==> src/rtl/regbr_pkg.sv <==
package regbr_pkg;
  localparam int unsigned DW = 32;
  localparam int unsigned HW = DW / 2;
  localparam int unsigned BW = DW / 8;

  typedef enum logic [2:0] {
    ST_IDLE,
    ST_WR,
    ST_RD,
    ST_RWAIT,
    ST_GWR
  } seq_st_e;

  typedef struct packed {
    logic [DW-1:0] data;
    logic [BW-1:0] be;
    logic          rmw;
    logic          set;
  } wr_op_t;
endpackage

==> src/rtl/regbr_shadow.sv <==
module regbr_shadow #(
  parameter int unsigned W = 16
) (
  input  logic         clk_i,
  input  logic         rst_ni,
  input  logic         load_i,
  input  logic [W-1:0] din_i,
  output logic [W-1:0] shadow_o
);
  always_ff @(posedge clk_i or negedge rst_ni) begin
    if (!rst_ni)     shadow_o <= '0;
    else if (load_i) shadow_o <= din_i;
  end
endmodule

==> src/rtl/regbr_decode.sv <==
module regbr_decode import regbr_pkg::*; #(
  parameter int unsigned   AW         = 8,
  parameter logic [AW-1:0] XFER_OFS   = 8'h0C,
  parameter logic [AW-1:0] CMD_OFS    = 8'h0E,
  parameter logic [AW-1:0] SIGEN_OFS  = 8'h38,
  parameter logic [AW-1:0] INTEN_OFS  = 8'h34,
  parameter logic [DW-1:0] SIG_CLR    = 32'h0003_0000,
  parameter logic [DW-1:0] CARD_INT   = 32'h0000_0100
) (
  input  logic          word_i,
  input  logic [AW-1:0] addr_i,
  input  logic [DW-1:0] wdata_i,
  input  logic [HW-1:0] shadow_i,
  output logic          capture_o,
  output logic          is_cmd_o,
  output logic [AW-1:0] addr_o,
  output wr_op_t        op_o
);
  localparam logic [AW-1:0] XFER_WORD = {XFER_OFS[AW-1:2], 2'b00};

  logic [HW-1:0] half;
  assign half = wdata_i[HW-1:0];

  always_comb begin
    capture_o = !word_i && (addr_i == XFER_OFS);
    is_cmd_o  = !word_i && (addr_i == CMD_OFS);
    addr_o    = {addr_i[AW-1:2], 2'b00};
    op_o.rmw  = 1'b0;
    op_o.set  = |(wdata_i & CARD_INT);
    op_o.be   = '1;
    op_o.data = wdata_i;
    if (word_i) begin
      if (addr_i == SIGEN_OFS) op_o.data = wdata_i & ~SIG_CLR;
      if (addr_i == INTEN_OFS) op_o.rmw  = 1'b1;
    end else if (is_cmd_o) begin
      // command rides the upper half of the transfer-mode word
      addr_o    = XFER_WORD;
      op_o.data = {half, shadow_i};
    end else if (addr_i[1]) begin
      op_o.data = {half, {HW{1'b0}}};
      op_o.be   = {{(BW/2){1'b1}}, {(BW/2){1'b0}}};
    end else begin
      op_o.data = {{HW{1'b0}}, half};
      op_o.be   = {{(BW/2){1'b0}}, {(BW/2){1'b1}}};
    end
  end
endmodule

==> src/rtl/regbr_seq.sv <==
module regbr_seq import regbr_pkg::*; #(
  parameter int unsigned   AW      = 8,
  parameter logic [AW-1:0] GAP_OFS = 8'h2A,
  parameter int unsigned   GAP_BIT = 3
) (
  input  logic          clk_i,
  input  logic          rst_ni,
  input  logic          launch_i,
  input  logic [AW-1:0] addr_i,
  input  wr_op_t        op_i,
  output logic          idle_o,
  output logic          dn_valid_o,
  input  logic          dn_ready_i,
  output logic          dn_we_o,
  output logic [AW-1:0] dn_addr_o,
  output logic [DW-1:0] dn_wdata_o,
  output logic [BW-1:0] dn_be_o,
  input  logic          dn_rvalid_i,
  input  logic [DW-1:0] dn_rdata_i
);
  localparam int unsigned   GAP_LANE = int'(GAP_OFS[1:0]);
  localparam logic [AW-1:0] GAP_WORD = {GAP_OFS[AW-1:2], 2'b00};
  localparam logic [BW-1:0] GAP_BE   = BW'(1) << GAP_LANE;
  localparam logic [2:0]    GBIT     = GAP_BIT[2:0];

  seq_st_e       st_q;
  logic [AW-1:0] addr_q;
  logic [DW-1:0] data_q;
  logic [BW-1:0] be_q;
  logic          we_q, rmw_q, set_q;
  logic [7:0]    gap_byte;
  logic          unused_rdata;

  assign unused_rdata = ^dn_rdata_i;

  always_comb begin
    gap_byte       = dn_rdata_i[8*GAP_LANE +: 8];
    gap_byte[GBIT] = set_q;
  end

  always_ff @(posedge clk_i or negedge rst_ni) begin
    if (!rst_ni) begin
      st_q   <= ST_IDLE;
      addr_q <= '0;
      data_q <= '0;
      be_q   <= '0;
      we_q   <= 1'b0;
      rmw_q  <= 1'b0;
      set_q  <= 1'b0;
    end else begin
      unique case (st_q)
        ST_IDLE: if (launch_i) begin
          addr_q <= addr_i;
          data_q <= op_i.data;
          be_q   <= op_i.be;
          we_q   <= 1'b1;
          rmw_q  <= op_i.rmw;
          set_q  <= op_i.set;
          st_q   <= ST_WR;
        end
        ST_WR: if (dn_ready_i) begin
          if (rmw_q) begin
            addr_q <= GAP_WORD;
            be_q   <= GAP_BE;
            data_q <= '0;
            we_q   <= 1'b0;
            st_q   <= ST_RD;
          end else begin
            st_q <= ST_IDLE;
          end
        end
        ST_RD:    if (dn_ready_i) st_q <= ST_RWAIT;
        ST_RWAIT: if (dn_rvalid_i) begin
          data_q <= DW'(gap_byte) << (8 * GAP_LANE);
          we_q   <= 1'b1;
          st_q   <= ST_GWR;
        end
        ST_GWR:   if (dn_ready_i) st_q <= ST_IDLE;
        default:  st_q <= ST_IDLE;
      endcase
    end
  end

  assign idle_o     = (st_q == ST_IDLE);
  assign dn_valid_o = (st_q == ST_WR) || (st_q == ST_RD) || (st_q == ST_GWR);
  assign dn_we_o    = we_q;
  assign dn_addr_o  = addr_q;
  assign dn_wdata_o = data_q;
  assign dn_be_o    = be_q;

  AST_STALL_HOLD: assert property (@(posedge clk_i) disable iff (!rst_ni)
    dn_valid_o && !dn_ready_i |=> dn_valid_o && $stable(dn_addr_o) && $stable(dn_wdata_o)
      && $stable(dn_be_o) && $stable(dn_we_o));
  AST_GAP_READ: assert property (@(posedge clk_i) disable iff (!rst_ni)
    (st_q == ST_WR) && rmw_q && dn_ready_i |=> dn_valid_o && !dn_we_o
      && dn_addr_o == GAP_WORD && dn_be_o == GAP_BE);
  AST_GAP_WRITE: assert property (@(posedge clk_i) disable iff (!rst_ni)
    (st_q == ST_RWAIT) && dn_rvalid_i |=> dn_valid_o && dn_we_o && dn_be_o == GAP_BE
      && dn_wdata_o[8*GAP_LANE+GAP_BIT] == $past(set_q));
endmodule

==> src/rtl/regbr_coalesce.sv <==
module regbr_coalesce import regbr_pkg::*; #(
  parameter int unsigned   AW        = 8,
  parameter logic [AW-1:0] XFER_OFS  = 8'h0C,
  parameter logic [AW-1:0] CMD_OFS   = 8'h0E,
  parameter logic [AW-1:0] SIGEN_OFS = 8'h38,
  parameter logic [AW-1:0] INTEN_OFS = 8'h34,
  parameter logic [AW-1:0] GAP_OFS   = 8'h2A,
  parameter int unsigned   GAP_BIT   = 3,
  parameter logic [31:0]   SIG_CLR   = 32'h0003_0000,
  parameter logic [31:0]   CARD_INT  = 32'h0000_0100
) (
  input  logic          clk_i,
  input  logic          rst_ni,
  input  logic          req_valid_i,
  output logic          req_ready_o,
  input  logic          req_word_i,
  input  logic [AW-1:0] req_addr_i,
  input  logic [31:0]   req_wdata_i,
  output logic          dn_valid_o,
  input  logic          dn_ready_i,
  output logic          dn_we_o,
  output logic [AW-1:0] dn_addr_o,
  output logic [31:0]   dn_wdata_o,
  output logic [3:0]    dn_be_o,
  input  logic          dn_rvalid_i,
  input  logic [31:0]   dn_rdata_i
);
  localparam logic [AW-1:0] XFER_WORD = {XFER_OFS[AW-1:2], 2'b00};

  logic          idle, accept, capture, is_cmd;
  logic [HW-1:0] shadow;
  logic [AW-1:0] fwd_addr;
  wr_op_t        fwd_op;

  assign req_ready_o = idle;
  assign accept      = req_valid_i && idle;

  regbr_shadow #(.W(HW)) u_shadow (
    .clk_i    (clk_i),
    .rst_ni   (rst_ni),
    .load_i   (accept && capture),
    .din_i    (req_wdata_i[HW-1:0]),
    .shadow_o (shadow)
  );

  regbr_decode #(
    .AW(AW), .XFER_OFS(XFER_OFS), .CMD_OFS(CMD_OFS), .SIGEN_OFS(SIGEN_OFS),
    .INTEN_OFS(INTEN_OFS), .SIG_CLR(SIG_CLR), .CARD_INT(CARD_INT)
  ) u_decode (
    .word_i    (req_word_i),
    .addr_i    (req_addr_i),
    .wdata_i   (req_wdata_i),
    .shadow_i  (shadow),
    .capture_o (capture),
    .is_cmd_o  (is_cmd),
    .addr_o    (fwd_addr),
    .op_o      (fwd_op)
  );

  regbr_seq #(.AW(AW), .GAP_OFS(GAP_OFS), .GAP_BIT(GAP_BIT)) u_seq (
    .clk_i       (clk_i),
    .rst_ni      (rst_ni),
    .launch_i    (accept && !capture),
    .addr_i      (fwd_addr),
    .op_i        (fwd_op),
    .idle_o      (idle),
    .dn_valid_o  (dn_valid_o),
    .dn_ready_i  (dn_ready_i),
    .dn_we_o     (dn_we_o),
    .dn_addr_o   (dn_addr_o),
    .dn_wdata_o  (dn_wdata_o),
    .dn_be_o     (dn_be_o),
    .dn_rvalid_i (dn_rvalid_i),
    .dn_rdata_i  (dn_rdata_i)
  );

  AST_XFER_SILENT: assert property (@(posedge clk_i) disable iff (!rst_ni)
    accept && !req_word_i && req_addr_i == XFER_OFS |=> !dn_valid_o && req_ready_o);
  AST_MERGE_HI: assert property (@(posedge clk_i) disable iff (!rst_ni)
    accept && is_cmd |=> dn_valid_o && dn_we_o && dn_be_o == 4'hF && dn_addr_o == XFER_WORD
      && dn_wdata_o[31:16] == $past(req_wdata_i[15:0]));
  AST_MERGE_LO: assert property (@(posedge clk_i) disable iff (!rst_ni)
    accept && is_cmd |=> dn_wdata_o[15:0] == $past(shadow));
  AST_SIG_MASK: assert property (@(posedge clk_i) disable iff (!rst_ni)
    accept && req_word_i && req_addr_i == SIGEN_OFS |=> (dn_wdata_o & SIG_CLR) == '0);
  AST_STALL_HOST: assert property (@(posedge clk_i) disable iff (!rst_ni)
    dn_valid_o |-> !req_ready_o);
endmodule

==> config.mk <==
export PLATFORM = sky130hd
export DESIGN_NAME = regbr_coalesce
export DESIGN_NICKNAME = d
export VERILOG_FILES = /design/src/rtl/regbr_pkg.sv /design/src/rtl/regbr_shadow.sv /design/src/rtl/regbr_decode.sv /design/src/rtl/regbr_seq.sv /design/src/rtl/regbr_coalesce.sv
export SDC_FILE = /design/constraint.sdc
export NUM_CORES = 1
export LEC_CHECK = 0
export BUFFER_PORTS_ARGS = -buffer_cell sky130_fd_sc_hd__buf_4
export CAP_MARGIN = 20
export CORE_MARGIN = 2
export CORE_UTILIZATION = 49
export CTS_CLUSTER_SIZE = 20
export DETAILED_ROUTE_END_ITERATION = 10
export PLACE_DENSITY = 0.8
export SETUP_SLACK_MARGIN = 0.4
export SKIP_CTS_REPAIR_TIMING = 1
export SLEW_MARGIN = 5
export SYNTH_ARGS = -nofsm -noshare
export SYNTH_HDL_FRONTEND = slang
export SYNTH_SLANG_ARGS = --single-unit
==> constraint.sdc <==
create_clock -name clk_i -period 2.4 [get_ports clk_i]
set_input_delay 0.12 -clock clk_i [delete_from_list [all_inputs] [get_ports clk_i]]
set_output_delay 0.12 -clock clk_i [all_outputs]
set_load 0.02 [all_outputs]
==> Word level (Yosys, flattened, before mapping) <==
Cells that the tools add are included.
{ "totals": {"inputBits": 78, "reg_bits": 66, "out_inout_bits": 47} }
{ "classes": {"n_mux": 35, "eq_ne": 14, "reduce_logical": 16} }
{ "op_table": {"columns": ["operator", "count"], "rows": [
  ["$mux W32", 6],
  ["$pmux W32 S3", 1],
  ["$mux W8", 5],
  ["$mux W36", 1],
  ["$mux W4", 5],
  ["$mux W18", 1],
  ["$eq A8 B4 Y1 const B", 2],
  ["$eq A8 B6 Y1 const B", 2],
  ["$pmux W8 S2", 1],
  ["$mux W3", 5],
  ["$pmux W3 S5", 1],
  ["$reduce_and A5 Y1", 2],
  ["$ne A2 B2 Y1 const B", 4],
  ["$pmux W4 S2", 1],
  ["$eq A3 B2 Y1 const B", 2],
  ["$mux W1", 6],
  ["$logic_and A1 B1 Y1", 5],
  ["$ne A2 B1 Y1 const B", 2],
  ["$reduce_and A4 Y1", 1],
  ["$eq A3 B1 Y1 const B", 1],
  ["$eq A3 B3 Y1 const B", 1],
  ["$logic_not A3 Y1", 1],
  ["$pmux W1 S3", 1],
  ["$reduce_bool A3 Y1", 1],
  ["other kinds (5)", 7]
]} }

==> Depth between registers and ports, before layout <==
Gate-level depths: netlist of run 1.
{ "logic_depth": {"word_depth": 6, "ltp_mapped": 7} }

==> Hierarchy <==
From an unflattened synthesis of run 1, not the netlist that was laid out.
{ "hier_totals": {"cells_unflattened": 371, "hier_area_um2": 3594.7} }
{ "by_module_without_submodules": {"columns": ["mod", "area_per_inst_um2", "cells_per_inst", "seq_area_each_um2", "n_inst"], "rows": [
  ["regbr_seq", 2299.7, 235, 1251.2, 1],
  ["regbr_shadow", 649.4, 34, 400.4, 1],
  ["regbr_decode", 629.4, 100, 0.0, 1],
  ["regbr_coalesce", 16.3, 2, 0.0, 1]
]} }

==> Least setup slack after synthesis of run 1 <==
OpenSTA, ideal clock, no wires.
{ "synth_path": {"path_kind": "register to register", "from": "register u_seq.st_q[1]", "to": "register u_seq.data_q[22] (netlist: u_seq.dn_wdata_o[22])", "synth_period_minus_slack_ns": 1.932, "setup_time_ns": 0.125, "slack_ns": 0.468, "t_arrival_ns": 1.807, "path_stages_with_launch": 7, "cell_sequence": "dfrtp_1 buf_4 nor3_4 nand4_1 nand4b_2 buf_2 mux2_2"} }
{ "synth_via": {"elab_chain_cells": 5, "elab_cells_between_ends": 12, "classes_between": "eq/ne: 6; mux: 1; reduce/logical: 5"} }
{ "synth_lines": {"columns": ["item", "line_no", "text"], "rows": [
  ["start, declared", "regbr_seq.sv:26", "seq_st_e st_q;"],
  ["start signal, assigned", "regbr_seq.sv:43", "st_q <= ST_IDLE;"],
  ["start signal, assigned", "regbr_seq.sv:59", "st_q <= ST_WR;"],
  ["start signal, assigned", "regbr_seq.sv:67", "st_q <= ST_RD;"],
  ["$logic_not A3 Y1 *", "regbr_seq.sv:84", "assign idle_o = (st_q == ST_IDLE);"],
  ["via req_ready_o", "regbr_coalesce.sv:15", "output logic req_ready_o,"],
  ["$logic_and A1 B1 Y1", "regbr_coalesce.sv:36", "assign accept = req_valid_i && idle;"],
  ["$logic_and A1 B1 Y1", "regbr_coalesce.sv:63", ".launch_i (accept && !capture),"],
  ["$ne A2 B1 Y1 (no source line)", null, null],
  ["$reduce_and A5 Y1 (no source line)", null, null],
  ["end signal, assigned", "regbr_seq.sv:54", "data_q <= op_i.data;"],
  ["end signal, assigned", "regbr_seq.sv:74", "data_q <= DW'(gap_byte) << (8 * GAP_LANE);"],
  ["end, declared", "regbr_seq.sv:28", "logic [DW-1:0] data_q;"]
]} }
Mark *: on every way through the listed nets, which the timed path passes. The rest lies on a longest branch.
A chain may end at the register's enable or synchronous reset.

==> Final worst setup path of run 1 <==
{ "layout_path": {"from": "register u_seq.st_q[0]", "to": "register u_seq.data_q[16] (netlist: u_seq.dn_wdata_o[16])"} }
{ "layout_via": {"elab_chain_cells": 5, "elab_cells_between_ends": 12, "classes_between": "eq/ne: 6; mux: 1; reduce/logical: 5"} }
{ "layout_lines": {"columns": ["item", "line_no"], "rows": [
  ["$logic_not A3 Y1", "regbr_seq.sv:51, regbr_seq.sv:84"],
  ["$logic_and A1 B1 Y1", "regbr_coalesce.sv:36"],
  ["$logic_and A1 B1 Y1", "regbr_coalesce.sv:63"],
  ["$ne A2 B1 Y1 (no source line)", null],
  ["$reduce_and A5 Y1 (no source line)", null]
]} }
Parallel ways exist; a longest one is shown, timed or not.

==> results of run 1 <==
[state kept, by name, summed over array words and instances (netlist names)]
name / flops
u_seq.dn_addr_o: 6
u_seq.dn_be_o: 3
u_seq.dn_wdata_o: 32
u_seq.dn_we_o: 1
u_seq.rmw_q: 1
u_seq.set_q: 1
u_seq.st_q: 3
u_shadow.shadow_o: 16
[routing by layer]
metal  up-vias  GRT usage (%)
li1       1189              -
met1      1268           29.9
met2        80           38.1
met3         4           4.35
met4         0           7.92
met5         -              0
[placed cells by master (no fill, tap or decap), drive strengths merged]
master | netlist | routed
or3 | 1 | 1
nand2 | 7 | 7
nor3b | 1 | 1
a22oi | 12 | 12
conb | 1 | 2
nand4 | 2 | 2
a31o | 4 | 4
nand2b | 3 | 3
clkinv | 0 | 1
a21oi | 4 | 4
and2 | 1 | 1
or4 | 1 | 1
clkbuf | 8 | 13
buf | 17 | 104
bufinv | 0 | 2
nand3b | 1 | 1
or4b | 2 | 2
mux2i | 5 | 5
a21o | 1 | 1
dfrtp | 63 | 63
o2bb2ai | 24 | 24
nor3 | 2 | 2
nor4b | 2 | 2
a221oi | 1 | 1
a41oi | 2 | 2
inv | 7 | 7
o31a | 1 | 1
and4b | 2 | 2
and3b | 2 | 2
nor2b | 22 | 22
o21ai | 10 | 10
nand3 | 10 | 10
mux2 | 30 | 30
dlygate4sd3 | 0 | 1
nor2 | 4 | 4
a31oi | 16 | 16
nand4b | 1 | 1
[area by class of cell]
class,instances,area (um2)
Clock inverter,3,65.1
Inverter,7,26.3
Fill cell,512,2150
Multi-Input combinational cell,176,1410
Sequential cell,63,1580
Clock buffer,13,159
Timing Repair Buffer,105,795
Tap cell,77,96.3
[stage by stage]
| stage | total power [mW] | hold slack, ns | util (%) |
|---|---|---|---|
| floorplan | 3.16 | -0.176 | - |
| global placement | 4.02 | 0.256 | 61.7 |
| detailed placement | 4.08 | 0.252 | 61.7 |
| CTS | 5.13 | -0.108 | 65.3 |
| global route | 5.42 | 0.0246 | 65.8 |
| finish | 5.13 | 0.0354 | 65.8 |
[kinds of logic (layout without fill, tap and decap cells)]
family                 count (synthesis)  in the layout  share of synthesized area, %
AND/OR/NAND/NOR                       64             64                          14.1
flip-flops                            63             63                          50.3
multiplexers                          35             35                          12.4
AO/OA/AOI/OAI                         75             75                          17.5
other                                  1              2                         0.120
buffers and inverters                 32            128                          5.59
[power by group]
| group | internal [mW] | switching (mW) | total (mW) |
|---|---|---|---|
| combinational | 1.10 | 1.28 | 2.38 |
| sequential | 1.44 | 0.274 | 1.71 |
| clock | 0.642 | 0.399 | 1.04 |
[path summary, 6_finish.rpt]
path                                         end  depth (start not counted)  slack [ns]
max                         u_seq.dn_wdata_o[16]                          5        0.52
min                        u_shadow.shadow_o[13]                          2        0.04
max reg2reg                 u_seq.dn_wdata_o[16]                          5        0.52
min reg2reg                 u_seq.dn_wdata_o[28]                          1        0.49
max in group asynchronous   u_shadow.shadow_o[5]                          2        1.49
min in group asynchronous     u_seq.dn_addr_o[5]                          2        0.42
==> impl_metrics.ini, run 1 <==
[detailed_routing]
wl_per_cell_um = 17.5
dr_wl_met3_um = 366
drc = 0
drtAntennaViolNets = 0
wirelength_um = 7770
dr.max_layer_used = met4
drt_iter0_drc = 130
vias = 2541
firstDrtPassIters = 4
wl_met2_um = 4070
vias_per_cell = 5.72
wl_met1_um = 3290

[yosys]
syn-cell-area_um2 = 3130
synth_ff_type = dfrtp_1
synth_top_area_share_pct = 50.3
ys_seq_area_share_pct = 50.3
synth_cell_types = 40
synth_top_cell_by_area = dfrtp_1
synth.area.top_cells = dfrtp_1 (50%), mux2_2 (11%), o2bb2ai_1 (6.7%)
synth_seq_cells = 63
synth_edf_count = 0
netlist_instances = 270
syn_avg_cell_area_um2 = 11.6
synth_most_common_cell = dfrtp_1
synth_warnings = 0
postSynth.asyncResetShare_pct = 100
synthTopCellsByCount = dfrtp_1 (63), mux2_2 (30), o2bb2ai_1 (24)

[worst_setup_path]
cpPeakStageDelay_ns = 0.52
worstPathCellList = nor3_4, nand4_1, nand4b_4, buf_6, mux2i_1
crit_path_start = u_seq.st_q[0]
critPathBufInv = 1
setup.worst_path.start_class = flip-flop
crit_fanout = 18
timing.rr.start = u_seq.st_q[0]
end_kind = flip-flop
cp_slowest_cell = dfrtp_1
crit_family = simple AND/OR/NAND/NOR gates
crit_type = flip-flop to flip-flop
cp.required_ns = 2.64
arrival_ns = 2.12

[clocking]
cts_max_level = 3
cts_tree = built
ctsRootBufferMaster = clkbuf_8
insertion_delay_ns = 0.33
clk_pin_slew_worst_paths_ns = 0.07
cts_buffers = 9
clock_path_buffers = 2
cts_sinks = 63

[placement]
placed_area_um2 = 3870
portBuffers = 97
globalplace.congestion = 0.785
post-place-ws_ns = 0.469
place_inst = 427
hpwl_um = 5320

[timing]
setup_viol = 0
worst_slack_ns = 0.524
maxSlewViolCount = 0
final.setup.tns_ns = 0
fin_crit_sh_pct = 78.2
relSlewSlack_pct = 48.6
hold_viol = 0
fmax_ghz = 0.533
skew_ns = 0.00837
final.min_clock_period_ns = 1.88
rsz0062_at_grt = false
worstMarginPinSlew_ns = 0.770

[global_route]
antenna_found_initial = 0
grt_start_max_net_pins = 64
grt.total_usage_pct = 22.8
overflow = 0
grt_pass1_vias = 2550
grt_pass1_wl_um = 12700

[power]
vdd_drop_max_mv = 0.676
p_per_area_nw_per_um2 = 1240
p_leak_nw = 1.99

[floorplanning]
dieArea_um2 = 7050
start_util_pct = 49.9
core_area_um2 = 6280
fp-row-count = 29
die_w_um = 84.0
num_io_pins = 125
die_y_um = 84.0

[finish]
syn_to_final_growth_pct = 31.7
nNetsFinal = 440
final_area_um2 = 4130
antenna_cells = 0
stdcell_count = 444
drive_gt1_share_pct = 43.1

[job]
maxCapViolCount = 0

[outcome]
outcome = complete, no violations

[min_path]
min_from = req_wdata_i[13]
hp-class = primary input to flip-flop
(Power assumes the default switching activity.)
==> run 2, diff against run 1 <==
--- a/config.mk
+++ b/config.mk
@@ -5,13 +5,14 @@
 export SDC_FILE = /design/constraint.sdc
 export NUM_CORES = 1
 export LEC_CHECK = 0
+export ABC_AREA = 1
 export BUFFER_PORTS_ARGS = -buffer_cell sky130_fd_sc_hd__buf_4
 export CAP_MARGIN = 20
 export CORE_MARGIN = 2
-export CORE_UTILIZATION = 49
+export CORE_UTILIZATION = 45
 export CTS_CLUSTER_SIZE = 20
 export DETAILED_ROUTE_END_ITERATION = 10
-export PLACE_DENSITY = 0.8
+export PLACE_DENSITY = 0.76
 export SETUP_SLACK_MARGIN = 0.4
 export SKIP_CTS_REPAIR_TIMING = 1
 export SLEW_MARGIN = 5
==> constraint.sdc (replaced) <==
create_clock -name clk_i -period 1.55 [get_ports clk_i]
set_input_delay 0.0775 -clock clk_i [delete_from_list [all_inputs] [get_ports clk_i]]
set_output_delay 0.0775 -clock clk_i [all_outputs]
set_load 0.02 [all_outputs]
==> run 2 against run 1 <==
Against the previous run: the flow now finishes with violations (negative setup slack); utilization decreased by 0.44 points; count of clock-buffer cells in the layout decreased by 3; die area increased by 15%; clock skew decreased by 0.0019 ns; area after synthesis increased by 6.1%; wire length increased by 19%; sequential share of layout area decreased by 4.7 points; critical path depth increased by 4; fmax increased by 20%; via count increased by 29%; combinational power increased by 65%; flip-flop and latch count unchanged.
==> impl_metrics.ini, run 2 <==
[outcome]
outcome = complete, but fails checks
violations = negative setup slack

[detailed_routing]
wirelength_um = 9220
firstDrtPassIters = 5
vias_per_cell = 4.91
drt_iter0_drc = 217
drtAntennaViolNets = 0
vias = 3283
wl_per_cell_um = 13.8
drc = 0

[clocking]
ctsRootBufferMaster = clkbuf_8
cts_max_level = 3
clk_pin_slew_worst_paths_ns = 0.08
cts_buffers = 9
insertion_delay_ns = 0.35
cts_tree = built
cts_sinks = 63
clock_path_buffers = 2

[finish]
largest_register_ffs = 32
stdcell_count = 669
drive_gt1_share_pct = 34.9
antenna_cells = 0
final_area_um2 = 4710
final_common_cell = nand2_1
nFillCells = 661
layout_common_cells = nand2_1 (188), buf_4 (120), dfrtp_1 (61)
syn_to_final_growth_pct = 41.7
nNetsFinal = 643

[worst_setup_path]
crit_fanout = 18
crit_type = flip-flop to flip-flop
arrival_ns = 1.80
cp.required_ns = 1.79
end_kind = flip-flop
setup.worst_path.start_class = flip-flop

[timing]
hold_viol = 0
setup_viol = 17
final.min_clock_period_ns = 1.56
skew_ns = 0.00648
whs_ns = 0.00122
worst_slack_ns = -0.0110
maxSlewViolCount = 0
fin_crit_sh_pct = 101
rsz0062_at_grt = true
fmax_ghz = 0.641

[min_path]
hp-class = primary input to flip-flop

[yosys]
synth_top_area_share_pct = 47.4
synth_xor_area_share_pct = 0
ys_seq_area_share_pct = 47.4
synth_warnings = 0
netlist_instances = 441
syn-cell-area_um2 = 3320
synth_seq_cells = 63
postSynth.asyncResetShare_pct = 100
synthSimpleGateAreaFrac_pct = 35.1
synth_cell_types = 28
syn_avg_cell_area_um2 = 7.54
synth_top_family_by_area = simple AND/OR/NAND/NOR gates
synth_compound_area_share_pct = 8.58
synth_top_cell_by_area = dfrtp_1
synth_most_common_cell = nand2_1
synth_ff_type = dfrtp_1
yosys.area_share.adder_pct = 0
synth_edf_count = 0
synthTopCellsByCount = nand2_1 (197), dfrtp_1 (63), o21ai_0 (43)
synth.area.mux_share_pct = 0
synth.area.top_cells = dfrtp_1 (47%), nand2_1 (22%), o21ai_0 (6.5%)

[global_route]
grt.total_usage_pct = 22.0
overflow = 0
antenna_found_initial = 0
grt_start_max_net_pins = 37
grt_pass1_vias = 3177
grt_pass1_wl_um = 14400

[placement]
post-place-ws_ns = -0.0503
placed_area_um2 = 4240
portBuffers = 97
hpwl_um = 6180
globalplace.congestion = 0.796
place_inst = 636

[power]
vdd_drop_max_mv = 0.817
p_per_area_nw_per_um2 = 1690
p_leak_nw = 2.56
power.total_mw = 7.96

[floorplanning]
start_util_pct = 46.1
core_area_um2 = 7210
num_io_pins = 125
fp-row-count = 31
dieArea_um2 = 8090
die_w_um = 90.0
die_y_um = 90.0

[job]
maxCapViolCount = 0
==> run 2: cell count changes after synthesis, sizes merged, moves of 22 or more <==
cell     change
nor2b       -22
o2bb2ai     -24
nand2      +209
o21ai       +40
mux2        -30
inv         +30
==> run 2: power by group <==
| part | internal [mW] | total [mW] | switching, mW | leakage [nW] |
|---|---|---|---|---|
| clock network | 0.794 | 1.48 | 0.691 | 0.103 |
| registers | 2.17 | 2.54 | 0.366 | 0.825 |
| logic | 1.67 | 3.93 | 2.26 | 1.63 |
| total | 4.64 | 7.96 | 3.32 | 2.56 |
==> run 2: cell families after synthesis <==
family | Yosys count
simple gates | 263
flops | 63
other cells | 1
compound gates | 55
buf+inv | 59
==> run 2: critical path, cell delays in order (launching register included) <==
cell and delay (ns):
dfrtp_2 0.45, nor2_4 0.16, nand2_4 0.08, nor2_4 0.17, nand2_4 0.12, nand2_8 0.13, nand2_8 0.07, buf_12 0.16
nand2_1 0.06, nand2_1 0.05
==> run 2: path summary, 6_finish.rpt <==
| check | startpoint | to | slack, ns | cells after the start |
|---|---|---|---|---|
| setup / recovery | u_seq.st_q[0] | u_seq.dn_wdata_o[24] | -0.01 | 9 |
| hold / removal | req_wdata_i[15] | u_shadow.shadow_o[15] | 0.001 | 3 |
| setup reg to reg | u_seq.st_q[0] | u_seq.dn_wdata_o[24] | -0.01 | 9 |
| hold reg to reg | u_seq.dn_addr_o[6] | u_seq.dn_addr_o[6] | 0.48 | 2 |
| max in group asynchronous | rst_ni | u_shadow.shadow_o[8] | 0.80 | 3 |
| min in group asynchronous | rst_ni | u_seq.dn_be_o[1] | 0.24 | 2 |
==> run 2: layout make-up <==
class	count	area, um2	share of cell area, %
clock buffer	10	138	2.92
clock inverter	6	68.8	1.46
inverter	40	161	3.43
timing repair buffer	131	1090	23.2
sequential	63	1580	33.5
multi-input combinational	320	1550	32.8
tap	99	124	2.63
==> run 2: metrics by stage <==
step	TNS, ns	util [%]
floorplan	0	-
global placement	-0.437	58.8
detailed placement	-0.938	58.8
CTS	-1.30	61.7
global route	-2.29	65.3
finish	-0.0668	65.3
==> run 2: metal layers <==
layer	up-vias	global-route usage (%)	part of all wire [%]	wire length (um)
met4	0	9.10	1.6	144
met3	13	4.53	5.4	499
met1	1542	28.3	43	4000
met2	108	36.2	50	4580
met5	-	0	0	0
li1	1620	-	-	-
